File: src/rtl/sst_pkg.sv
package sst_pkg;
  localparam int unsigned DEF_DATA_W = 8;
  localparam int unsigned DEF_DIV_W  = 8;
endpackage

File: src/rtl/sst_clkdiv.sv
module sst_clkdiv #(
  parameter int unsigned DIV_W = sst_pkg::DEF_DIV_W
) (
  input  logic             clk_i,
  input  logic             rst_ni,
  input  logic             run_i,
  input  logic             restart_i,
  input  logic [DIV_W-1:0] div_i,
  output logic             tick_o
);
  logic [DIV_W-1:0] cnt_q;

  // >= keeps the count bounded if div_i shrinks mid-frame
  assign tick_o = run_i && (cnt_q >= div_i);

  always_ff @(posedge clk_i or negedge rst_ni) begin
    if (!rst_ni)                              cnt_q <= '0;
    else if (!run_i || restart_i || tick_o)   cnt_q <= '0;
    else                                      cnt_q <= cnt_q + 1'b1;
  end
endmodule

File: src/rtl/sst_txbuf.sv
module sst_txbuf #(
  parameter int unsigned DATA_W = sst_pkg::DEF_DATA_W
) (
  input  logic              clk_i,
  input  logic              rst_ni,
  input  logic              wr_i,
  input  logic [DATA_W-1:0] wdata_i,
  input  logic              load_i,
  output logic [DATA_W-1:0] data_o,
  output logic              empty_o,
  output logic              irq_o
);
  logic [DATA_W-1:0] data_q;
  logic              empty_q;
  logic              irq_q;

  always_ff @(posedge clk_i or negedge rst_ni) begin
    if (!rst_ni) begin
      data_q  <= '0;
      empty_q <= 1'b1;
      irq_q   <= 1'b0;
    end else begin
      // write wins over load: new byte stays, flag stays clear
      if (wr_i) begin
        data_q  <= wdata_i;
        empty_q <= 1'b0;
      end else if (load_i) begin
        empty_q <= 1'b1;
      end
      irq_q <= load_i && !wr_i;
    end
  end

  assign data_o  = data_q;
  assign empty_o = empty_q;
  assign irq_o   = irq_q;
endmodule

File: src/rtl/sst_shifter.sv
module sst_shifter #(
  parameter int unsigned DATA_W = sst_pkg::DEF_DATA_W
) (
  input  logic              clk_i,
  input  logic              rst_ni,
  input  logic              start_i,
  input  logic [DATA_W-1:0] data_i,
  input  logic              tick_i,
  output logic              active_o,
  output logic              tend_o,
  output logic              sclk_o,
  output logic              sdo_o,
  output logic              empty_o
);
  localparam int unsigned         IDX_W = (DATA_W > 1) ? $clog2(DATA_W) : 1;
  localparam logic [IDX_W-1:0]    LAST  = IDX_W'(DATA_W - 1);

  logic              active_q, sclk_q, sdo_q, empty_q;
  logic [IDX_W-1:0]  idx_q;
  logic [DATA_W-1:0] sh_q;

  assign tend_o = active_q && sclk_q && (idx_q == LAST);

  always_ff @(posedge clk_i or negedge rst_ni) begin
    if (!rst_ni) begin
      active_q <= 1'b0;
      sclk_q   <= 1'b1;
      sdo_q    <= 1'b0;
      empty_q  <= 1'b1;
      idx_q    <= '0;
      sh_q     <= '0;
    end else if (start_i) begin
      active_q <= 1'b1;
      sclk_q   <= 1'b0;
      idx_q    <= '0;
      sh_q     <= data_i;
      sdo_q    <= data_i[0];
      empty_q  <= 1'b0;
    end else begin
      if (tend_o) empty_q <= 1'b1;
      if (tick_i) begin
        if (!sclk_q) begin
          sclk_q <= 1'b1;
        end else if (idx_q == LAST) begin
          active_q <= 1'b0;
        end else begin
          sclk_q <= 1'b0;
          idx_q  <= idx_q + 1'b1;
          sh_q   <= sh_q >> 1;
          sdo_q  <= sh_q[1];
        end
      end
    end
  end

  assign active_o = active_q;
  assign sclk_o   = sclk_q;
  assign sdo_o    = sdo_q;
  assign empty_o  = empty_q;
endmodule

File: src/rtl/sync_ser_tx.sv
module sync_ser_tx #(
  parameter int unsigned DATA_W = sst_pkg::DEF_DATA_W,
  parameter int unsigned DIV_W  = sst_pkg::DEF_DIV_W
) (
  input  logic              clk_i,
  input  logic              rst_ni,
  input  logic              wr_en_i,
  input  logic [DATA_W-1:0] wr_data_i,
  input  logic              tx_en_i,
  input  logic              cts_dis_i,
  input  logic [DIV_W-1:0]  div_i,
  input  logic              cts_ni,
  output logic              sclk_o,
  output logic              sdo_o,
  output logic              buf_empty_o,
  output logic              shift_empty_o,
  output logic              irq_o
);
  logic [DATA_W-1:0] buf_data;
  logic buf_empty, active, tend, tick, go_ok, start;

  assign go_ok = tx_en_i && !buf_empty && (cts_dis_i || !cts_ni);
  // idle: start at once; busy: only on the closing tick of the last high half
  assign start = go_ok && (!active || (tend && tick));

  sst_txbuf #(.DATA_W(DATA_W)) u_buf (
    .clk_i, .rst_ni,
    .wr_i(wr_en_i), .wdata_i(wr_data_i), .load_i(start),
    .data_o(buf_data), .empty_o(buf_empty), .irq_o(irq_o)
  );

  sst_clkdiv #(.DIV_W(DIV_W)) u_div (
    .clk_i, .rst_ni,
    .run_i(active), .restart_i(start), .div_i(div_i), .tick_o(tick)
  );

  sst_shifter #(.DATA_W(DATA_W)) u_sh (
    .clk_i, .rst_ni,
    .start_i(start), .data_i(buf_data), .tick_i(tick),
    .active_o(active), .tend_o(tend),
    .sclk_o(sclk_o), .sdo_o(sdo_o), .empty_o(shift_empty_o)
  );

  assign buf_empty_o = buf_empty;
endmodule

File: config.mk
export PLATFORM = sky130hd
export DESIGN_NAME = sync_ser_tx
export DESIGN_NICKNAME = d
export VERILOG_FILES = /design/src/rtl/sst_pkg.sv /design/src/rtl/sst_clkdiv.sv /design/src/rtl/sst_txbuf.sv /design/src/rtl/sst_shifter.sv /design/src/rtl/sync_ser_tx.sv
export SDC_FILE = /design/constraint.sdc
export NUM_CORES = 1
export LEC_CHECK = 0
export BUFFER_PORTS_ARGS = -buffer_cell sky130_fd_sc_hd__buf_2
export CAP_MARGIN = 20
export CORE_MARGIN = 2
export CORE_UTILIZATION = 45
export DETAILED_ROUTE_END_ITERATION = 10
export GPL_TIMING_DRIVEN = 0
export PLACE_DENSITY = 0.66
export SLEW_MARGIN = 20
export SYNTH_ARGS = -nofsm -noshare
export SYNTH_HDL_FRONTEND = slang
export SYNTH_SLANG_ARGS = --single-unit
export TNS_END_PERCENT = 10
File: constraint.sdc
create_clock -name clk_i -period 2.89 [get_ports clk_i]
set_clock_uncertainty 0.2 [all_clocks]
set_input_delay 0.1445 -clock clk_i [delete_from_list [all_inputs] [get_ports clk_i]]
set_output_delay 0.1445 -clock clk_i [all_outputs]
set_load 0.05 [all_outputs]
==> results of run 1 <==
==> flip-flops by register name, summed over array words and instances, names as in the netlist, 3 cells and up <==
| name | flops |
|---|---|
| u_sh.sh_q | 8 |
| u_sh.idx_q | 3 |
| u_div.cnt_q | 8 |
| u_buf.data_o | 8 |
==> where the power goes <==
group / internal [W] / leakage [nW] / switching [W]
clock network: 0.000181 / 0.0422 / 0.000149
registers: 0.000531 / 0.401 / 0.0000861
logic: 0.000189 / 0.592 / 0.000206
==> layout make-up <==
cell class / count / area [um2] / share of cell area [%]
buffer: 3 / 22.5 / 1.12
clock buffer: 6 / 41.3 / 2.06
clock inverter: 2 / 35.0 / 1.75
inverter: 12 / 45.0 / 2.25
multi-input combinational: 95 / 774 / 38.6
sequential: 32 / 805 / 40.1
tap: 46 / 57.6 / 2.87
timing repair buffer: 35 / 225 / 11.2
==> worst reg2reg max path: stages (launching register included) <==
cell and delay [ns]:
dfrtp_1 0.44, ha_1 0.28, or3_1 0.38, a21oi_2 0.15, a211oi_2 0.10, o21ai_2 0.22, buf_4 0.21, mux2_1 0.34
==> synthesized netlist by cell type, types with 2 or more instances <==
cell	count	area, um2
nor2_1	12	45.0
o21ai_0	2	10.0
nand2b_1	3	18.8
dfstp_2	3	78.8
a21oi_1	5	25.0
nand2_1	2	7.51
nand3_1	8	40.0
dfrtp_1	29	726
and3_1	5	31.3
a32o_1	2	20.0
inv_1	12	45.0
xor2_1	5	43.8
a22o_1	2	17.5
mux2_1	6	67.6
mux2_2	16	180
a21oi_2	2	17.5
ha_1	11	138
==> path summary, 6_finish.rpt <==
| check | from | to | slack [ns] |
|---|---|---|---|
| max | u_div.cnt_q[2]$_DFF_PN0_ | u_sh.sh_q[5]$_DFFE_PN0P_ | 0.47 |
| min | cts_ni | u_sh.active_o$_DFFE_PN0P_ | 0.02 |
| max reg2reg | u_div.cnt_q[2]$_DFF_PN0_ | u_sh.sh_q[5]$_DFFE_PN0P_ | 0.47 |
| min reg2reg | u_sh.sh_q[2]$_DFFE_PN0P_ | u_sh.sh_q[2]$_DFFE_PN0P_ | 0.30 |
| max in group asynchronous | rst_ni | u_sh.active_o$_DFFE_PN0P_ | 1.86 |
| min in group asynchronous | rst_ni | u_sh.sh_q[5]$_DFFE_PN0P_ | 0.17 |
==> routing by layer <==
layer	track usage, %	vias to the layer above
li1	-	589
met1	18.5	561
met2	30.5	29
met3	3.65	9
met4	7.18	0
met5	0	-
==> cells by family after synthesis <==
family / after synthesis / share of synthesized area [%]
AOI/OAI and AO/OA: 21 / 9.50
xor gates and xnor gates: 6 / 3.19
adders and majority gates: 11 / 8.36
buffers and inverters: 15 / 4.10
DFF: 32 / 48.9
muxes: 23 / 15.7
and+or+nand+nor: 34 / 10.3
==> stage by stage <==
step / setup WS, ns / cells / hold slack, ns / total power [W] / instance area (um2)
6_report: 0.473 / 231 / 0.0153 / 0.00134 / 2010
5_1_grt: 0.348 / 231 / 0.0328 / 0.00145 / 2010
4_1_cts: 0.435 / 231 / 0.00974 / 0.00136 / 2010
3_5_place_dp: 0.438 / 213 / 0.0318 / 0.00101 / 1830
3_3_place_gp: 0.518 / 213 / 0.0258 / 0.000983 / 1830
2_1_floorplan: 0.682 / 142 / -0.351 / 0.000903 / 1650
==> what timing repair did <==
item	4_1_cts	5_1_grt
buffers inserted	0	0
hold buffers	10	0
setup endpoints to repair	0	0
hold endpoints to repair	38	0
==> flow_metrics.py, run 1 <==
metrics = {
    "outcome": {
        "outcome": "complete, no violations",
    },
    "sta": {
        "max_freq_mhz": 414,
        "setup_viol": 0,
        "rsz0062_at_grt": "no",
        "relSlewSlack_pct": 53.7,
        "min_period_ns": 2.42,
        "hold_viol_final": 0,
        "period_share_pct": 83.6,
        "slew_violations": 0,
        "setup_tns_ns": 0,
        "worstMarginPinSlew_ns": 0.694,
    },
    "layout": {
        "synthToLayoutAreaGrowth_pct": 21.8,
        "final_core_util_pct": 58.7,
        "fillers": 305,
        "insertedDiodeCount": 0,
        "mostFrequentLayoutCell": "dfrtp_1",
        "nets": 217,
        "drive_above_1_share_pct": 31.4,
        "mostFrequentLayoutCells": "29 x dfrtp_1, 25 x buf_2, 16 x mux2_2",
    },
    "worst_hold_path": {
        "worstHoldPathType": "primary input to register",
        "whs_path_depth": 4,
    },
    "synth": {
        "synth.ff_latch_count": 32,
        "syn_area_um2": 1650,
        "ys_warn_count": 0,
        "synth_flop_cell": "dfrtp_1",
        "synth_area_per_cell_um2": 11.6,
        "seq_area_frac_synth_pct": 48.9,
        "synth_cell_types": 34,
        "syn-num-nets": 175,
        "async_flop_share_pct": 100,
        "synthCells": 142,
        "synth_edf_count": 0,
    },
    "critical_path": {
        "cp_slowest_cell": "dfrtp_1",
        "reg2regPathDepth": 7,
        "worstSetupPathType": "register to register",
        "crit_family": "compound AO/OA/AOI/OAI gates",
        "crit_cells": 7,
        "end_kind": "register",
        "cp.required_ns": 2.92,
        "cp_cell_sequence": "ha_1 -> or3_1 -> a21oi_2 -> a211oi_2 -> o21ai_2 -> buf_4 -> mux2_1",
        "crit_path_max_fanout": 10,
        "path_buf_inv": 1,
        "startpoint_type": "register",
        "critPathMaxStageDelay_ns": 0.44,
        "cp.arrival_ns": 2.45,
    },
    "floorplan": {
        "die_area_um2": 4160,
        "fp.dieH_um": 64.5,
        "die_w_um": 64.5,
        "floorplan.initialDensity_pct": 48.2,
        "core_um2": 3420,
        "io_pins": 27,
        "core.rowCount": 21,
    },
    "placed_design": {
        "place_congestion": 0.815,
        "hpwl_um": 2160,
        "io_buffers": 25,
    },
    "clock_tree": {
        "clkLatencyLatePin_ns": 0.34,
        "cts_tree": "built",
        "path_clk_slew_ns": 0.10,
        "htree_levels": 2,
        "root_buffer": "clkbuf_4",
        "cts_made_buffers": 5,
        "cts_resized": 0,
        "cts_sinks": 32,
        "ctsLongestPathBuffers": 2,
    },
    "route": {
        "route.met2.wl_um": 1550,
        "via_per_inst": 5.14,
        "first_pass_iters": 4,
        "drt_wl_total_um": 2980,
        "top_layer": "met4",
        "wl_met1_um": 1270,
        "num_vias": 1188,
        "wl_per_cell_um": 12.9,
        "drt_iter0_markers": 47,
        "wl_met3_um": 105,
        "antenna_left": 0,
        "drc": 0,
    },
    "power": {
        "ir_drop_mv": 0.399,
        "power_leakage_nw": 1.03,
        "p_per_area_nw_per_um2": 670,
    },
    "global_route": {
        "grt_max_degree": 33,
        "grt_usage_pct": 16.7,
        "antenna_found_initial": 0,
        "gr-total-overflow": 0,
        "grt_pass1_wl_um": 5300,
        "grt_pass1_vias": 1238,
    },
    "flow_run": {
        "max_cap_viol_count": 0,
    },
}
(Power assumes the default switching activity.)
==> run 2, diff against run 1 <==
PLACE_DENSITY = 0.69   (was 0.66)
clock period = 2 ns   (was 2.89 ns; I/O delays follow)
==> run 2 against run 1 <==
The run now ends with negative setup slack left. Cell count increased by 1.7%. Non-clock buffer count increased by 4. Wire length increased by 1.6%. Fmax increased by 6.8%. Global-route usage increased by 0.24 points. Core utilization increased by 0.77 points. Sequential cell count unchanged. Worst hold slack got worse by 0.0052 ns. Clock power about the same. Sequential share of layout area decreased by 0.52 points. Count of clock-buffer cells in the layout increased by 2.
==> flow_metrics.py, run 2 (synthesis results as in run 1) <==
metrics = {
    "global_route": {
        "antenna_found_initial": 0,
        "grt_pass1_wl_um": 5390,
        "gr-total-overflow": 0,
        "grt_pass1_vias": 1276,
        "grt_usage_pct": 16.9,
        "grt_max_degree": 33,
    },
    "route": {
        "first_pass_iters": 4,
        "drt_iter0_markers": 63,
        "drt_wl_total_um": 3030,
        "wl_per_cell_um": 12.9,
        "drc": 0,
        "via_per_inst": 5.08,
        "num_vias": 1193,
        "antenna_left": 0,
    },
    "layout": {
        "mostFrequentLayoutCell": "dfrtp_1",
        "final_core_util_pct": 59.5,
        "regArea_um2": 805,
        "drive_above_1_share_pct": 32.8,
        "insertedDiodeCount": 0,
        "nets": 221,
        "instances_no_fill": 235,
        "fillers": 312,
        "mostFrequentLayoutCells": "29 x dfrtp_1, 25 x buf_2, 16 x mux2_2",
        "synthToLayoutAreaGrowth_pct": 23.4,
        "multi_input_area_um2": 792,
    },
    "clock_tree": {
        "ctsLongestPathBuffers": 2,
        "htree_levels": 2,
        "cts_tree": "built",
        "cts_made_buffers": 5,
        "cts_sinks": 32,
        "path_clk_slew_ns": 0.09,
        "root_buffer": "clkbuf_4",
        "clkLatencyLatePin_ns": 0.33,
    },
    "outcome": {
        "outcome": "finished with violations",
        "violations": "negative setup slack",
    },
    "critical_path": {
        "cp.arrival_ns": 2.28,
        "end_kind": "register",
        "worstSetupPathType": "register to register",
        "startpoint_type": "register",
        "cp.required_ns": 2.02,
        "crit_path_max_fanout": 10,
    },
    "placed_design": {
        "place_inst": 213,
        "place_congestion": 0.785,
        "io_buffers": 25,
        "hpwl_um": 2130,
    },
    "power": {
        "pwr-share-comb_pct": 33.2,
        "swShare_pct": 33.8,
        "p_per_area_nw_per_um2": 894,
        "power.total_w": 0.00182,
        "ir_drop_mv": 0.630,
        "power_leakage_nw": 1.04,
        "clockPowerShare_pct": 18.3,
        "p_sw_w": 0.000614,
        "internal-power_w": 0.00120,
        "seq_power_share_pct": 48.5,
    },
    "sta": {
        "setup_viol": 20,
        "hold_viol_final": 0,
        "worstMarginPinSlew_ns": 0.673,
        "rsz0062_at_grt": "yes",
        "setup_ws_ns": -0.262,
        "slew_violations": 0,
        "period_share_pct": 113,
        "min_period_ns": 2.26,
        "max_freq_mhz": 442,
        "relSlewSlack_pct": 55.2,
    },
    "worst_hold_path": {
        "worstHoldPathType": "primary input to register",
    },
    "floorplan": {
        "floorplan.initialDensity_pct": 48.2,
        "core.rowCount": 21,
        "core_um2": 3420,
        "die_w_um": 64.5,
        "die_area_um2": 4160,
        "io_pins": 27,
        "fp.dieH_um": 64.5,
    },
    "flow_run": {
        "max_cap_viol_count": 0,
    },
}
[run 2: cell types whose count changed in the layout (fill, tap and decap cells not counted), sizes merged]
| cell | previous run | this run |
|---|---|---|
| bufinv | 1 | 0 |
| buf | 27 | 30 |
| clkinv | 1 | 0 |
| dlygate4sd3 | 10 | 11 |
| clkbuf | 7 | 9 |
[run 2: path summary, 6_finish.rpt]
kind / from / to / slack, ns / depth (start not counted)
setup / recovery: u_div.cnt_q[3]$_DFF_PN0_ / u_sh.idx_q[2]$_DFFE_PN0P_ / -0.26 / 8
hold / removal: wr_en_i / u_buf.irq_o$_DFF_PN0_ / 0.01 / 2
setup reg to reg: u_div.cnt_q[3]$_DFF_PN0_ / u_sh.idx_q[2]$_DFFE_PN0P_ / -0.26 / 8
hold reg to reg: u_sh.sh_q[5]$_DFFE_PN0P_ / u_sh.sh_q[5]$_DFFE_PN0P_ / 0.30 / 1
max in group asynchronous: rst_ni / u_div.cnt_q[7]$_DFF_PN0_ / 1.02 / 2
min in group asynchronous: rst_ni / u_buf.data_o[3]$_DFFE_PN0P_ / 0.14 / 2
[run 2: routing by layer]
layer  part of all wire (%)  vias to the layer above  wire length (um)  track usage, %
met5                      0                        -                 0               0
met4                    1.8                        0                55            7.18
met3                    4.3                        5               130            5.73
met2                     52                       24              1580            30.2
met1                     42                      572              1260            18.2
li1                       -                      592                 -               -
[run 2: layout make-up]
class / instances / area share, %
well taps: 46 / 2.83
clock buffers: 8 / 2.40
inverters: 12 / 2.22
repair buffers: 39 / 12.7
multi-input cells: 95 / 39.0
flip-flops and latches: 32 / 39.6
plain buffers: 3 / 1.29
[run 2: repair_timing]
item                                    CTS  global route
gates resized for setup                   0             4
hold buffers                             11             0
cloned                                    0             0
endpoints found under the hold margin    38             0
buffers inserted                          2             1
endpoints found under the setup margin   21            24
pin swaps                                 1             2
[run 2: power groups by stage]
stage	sequential (W)	clock, W	combinational (W)
global route	0.000903	0.000379	0.000689
finish	0.000881	0.000333	0.000603
detailed placement	0.000903	0	0.000557
floorplan	0.000909	0	0.000398
global placement	0.000895	0	0.000526
CTS	0.000883	0.000354	0.000603
[run 2: per-stage QoR]
step / setup TNS [ns] / hold WS (ns) / worst slack [ns] / area [um2]
after global placement: -3.58 / -0.0236 / -0.328 / 1830
after global routing: -5.30 / 0.0247 / -0.383 / 2030
after CTS: -3.59 / 0.00639 / -0.308 / 2010
final: -2.66 / 0.0101 / -0.262 / 2030
after floorplan: -1.53 / -0.396 / -0.172 / 1650
after detailed placement: -4.27 / -0.0192 / -0.363 / 1830
[run 2: worst max-delay path, cell delays in order (launching register included)]
cell and delay (ns):
dfrtp_1 0.43, ha_1 0.29, o21a_1 0.13, a21oi_2 0.06
a211oi_2 0.41, o21ai_2 0.12, buf_6 0.16, buf_4 0.13
a22o_1 0.22
==> run 3, diff against run 2 <==
ABC_AREA = 1   (was not set)
PLACE_DENSITY = 0.68   (was 0.69)
==> run 3 against run 2 <==
Sequential cell count did not move. Worst hold slack improved by 0.11 ns. Non-clock buffer count rose by 8. Synthesized area grew 6.8%. Sequential power up 8.7%. The flow now finishes without violations.
==> flow_metrics.py, run 3 <==
metrics = {
    "synth": {
        "syn-num-nets": 226,
        "synthCells": 193,
        "synth_top_area_share_pct": 41.3,
        "synth.area.top_cells": "dfrtp_1 41%, nand2_1 9.4%, ha_1 7.8%, inv_1 5.3%, dfstp_2 4.5%",
        "synth_top_cells_by_count": "44 x nand2_1, 29 x dfrtp_1, 25 x inv_1",
        "synth_flop_cell": "dfrtp_1",
        "synth_cell_types": 30,
        "seq_area_frac_synth_pct": 45.8,
        "ys_warn_count": 0,
        "yosysMostFrequentCell": "nand2_1",
        "syn_area_um2": 1760,
        "synth_top_area_cell": "dfrtp_1",
        "async_flop_share_pct": 100,
        "synth_edf_count": 0,
        "synth_area_per_cell_um2": 9.11,
        "synth.ff_latch_count": 32,
    },
    "clock_tree": {
        "cts_tree": "built",
        "clkLatencyLatePin_ns": 0.29,
        "root_buffer": "clkbuf_8",
        "ctsLongestPathBuffers": 2,
        "cts_made_buffers": 5,
        "cts_sinks": 32,
        "htree_levels": 2,
        "path_clk_slew_ns": 0.06,
    },
    "sta": {
        "holdWs_ns": 0.117,
        "period_share_pct": 99.7,
        "relSlewSlack_pct": 52.3,
        "rsz0062_at_grt": "yes",
        "max_freq_mhz": 501,
        "setup_ws_ns": 0.00515,
        "hold_viol_final": 0,
        "worstMarginPinSlew_ns": 0.715,
        "min_period_ns": 1.99,
        "setup_viol": 0,
        "slew_violations": 0,
    },
    "floorplan": {
        "core_um2": 3720,
        "floorplan.initialDensity_pct": 47.3,
        "fp.dieH_um": 66.5,
        "core.rowCount": 22,
        "die_area_um2": 4420,
        "io_pins": 27,
        "die_w_um": 66.5,
    },
    "route": {
        "via_per_inst": 4.81,
        "wl_per_cell_um": 11.9,
        "num_vias": 1404,
        "drc": 0,
        "first_pass_iters": 4,
        "drt_iter0_markers": 44,
        "antenna_left": 0,
        "drt_wl_total_um": 3480,
    },
    "power": {
        "pwr-share-comb_pct": 36.8,
        "clockPowerShare_pct": 22.0,
        "seq_power_share_pct": 41.2,
        "ir_drop_mv": 0.578,
        "p_per_area_nw_per_um2": 1010,
        "p_sw_w": 0.000857,
        "power.total_w": 0.00232,
        "power_leakage_nw": 1.19,
        "internal-power_w": 0.00147,
        "swShare_pct": 36.9,
    },
    "global_route": {
        "grt_pass1_wl_um": 5980,
        "grt_usage_pct": 18.4,
        "gr-total-overflow": 0,
        "grt_max_degree": 33,
        "antenna_found_initial": 0,
        "grt_pass1_vias": 1364,
    },
    "critical_path": {
        "worstSetupPathType": "register to register",
        "cp_cell_sequence": "ha_4 -> nand2_4 -> nor2_4 -> nand4_1 -> nand3_2 -> nand2_2 -> nand2_4 -> nand2_8 -> buf_8 -> nand2_2 -> nand2_1 -> nand2_1 -> nand2_1",
        "critPathMaxStageDelay_ns": 0.41,
        "end_kind": "register",
        "cp_common_cell": "nand2_1",
        "cp.required_ns": 1.97,
        "cp.arrival_ns": 1.97,
        "crit_path_max_fanout": 8,
        "startpoint_type": "register",
        "cp_slowest_cell": "dfrtp_1",
    },
    "outcome": {
        "outcome": "complete, no violations",
    },
    "layout": {
        "mostFrequentLayoutCells": "42 x nand2_1, 29 x dfrtp_1, 27 x buf_2",
        "nets": 276,
        "drive_above_1_share_pct": 32.8,
        "mostFrequentLayoutCell": "nand2_1",
        "final_area_um2": 2300,
        "fillers": 348,
        "synthToLayoutAreaGrowth_pct": 30.9,
        "insertedDiodeCount": 0,
    },
    "placed_design": {
        "hpwl_um": 2190,
        "place_area_um2": 1950,
        "dp_slack_ns": -0.0272,
        "place_congestion": 0.762,
        "io_buffers": 26,
    },
    "worst_hold_path": {
        "worstHoldPathType": "primary input to register",
    },
    "flow_run": {
        "max_cap_viol_count": 0,
    },
}
run 3: cells by family after synthesis:
kind of cell	after synthesis	share of synthesized area, %
simple gates	84	22.6
buf+inv	32	8.04
compound gates	23	9.25
fa+ha+maj	11	7.83
mux	7	4.48
flops	32	45.8
xor+xnor	4	1.99
run 3: worst paths after layout:
path,from,to,slack (ns),depth (start not counted)
setup reg to reg,u_div.cnt_q[6]$_DFF_PN0_,u_sh.sh_q[2]$_DFFE_PN0P_,0.005,13
setup / recovery,u_div.cnt_q[6]$_DFF_PN0_,u_sh.sh_q[2]$_DFFE_PN0P_,0.005,13
hold reg to reg,u_sh.empty_o$_DFFE_PN1P_,u_sh.empty_o$_DFFE_PN1P_,0.29,2
hold / removal,cts_ni,u_sh.sh_q[6]$_DFFE_PN0P_,0.12,7
min in group asynchronous,rst_ni,u_buf.data_o[0]$_DFFE_PN0P_,0.20,2
max in group asynchronous,rst_ni,u_div.cnt_q[2]$_DFF_PN0_,0.94,2
run 3: routing by layer:
metal  routed length (um)  GRT usage, %  share of wire [%]  vias up
met5                    0             0                  0        -
met4                   60          8.42                1.7        0
met3                  123          6.08                3.5        7
met2                 1850          33.0                 53       24
met1                 1440          19.3                 41      652
li1                     -             -                  -      721
run 3: critical path, delay by kind of cell, from the launching register on:
kind	cells	cell delay, ns
AND/OR/NAND/NOR	11	0.83
flip-flops	1	0.41
adder cells (fa/ha/maj)	1	0.29
buffers and inverters	1	0.15
run 3: metrics by stage:
| stage | util (%) | instances | setup TNS [ns] |
|---|---|---|---|
| floorplan | - | 193 | 0 |
| global placement | 52.4 | 267 | -0.0467 |
| detailed placement | 52.4 | 267 | -0.0678 |
| CTS | 58.5 | 289 | 0 |
| global route | 61.9 | 292 | -1.24 |
| finish | 61.9 | 292 | 0 |
run 3: final cells by class:
class / count / area, um2 / share of cell area, %
Buffer: 7 / 58.8 / 2.56
Clock buffer: 8 / 90.1 / 3.92
Inverter: 25 / 93.8 / 4.08
Multi-Input combinational cell: 129 / 893 / 38.8
Sequential cell: 32 / 805 / 35.0
Tap cell: 48 / 60.1 / 2.61
Timing Repair Buffer: 43 / 300 / 13.1
run 3: power by group through the flow:
stage	clock network [W]	logic [W]	registers, W
after floorplan	0	0.000497	0.00104
after global placement	0	0.000736	0.000957
after detailed placement	0	0.000749	0.000962
after CTS	0.000532	0.000788	0.000951
after global routing	0.000573	0.000956	0.000975
final	0.000511	0.000855	0.000958
run 3: repair_timing:
action                     CTS  global route
gates cloned                 0             1
setup endpoints to repair    8            23
pin swaps                    2            11
hold endpoints to repair    37             0
setup buffers                4             2
gates resized for setup      1            16
hold buffers                10             0
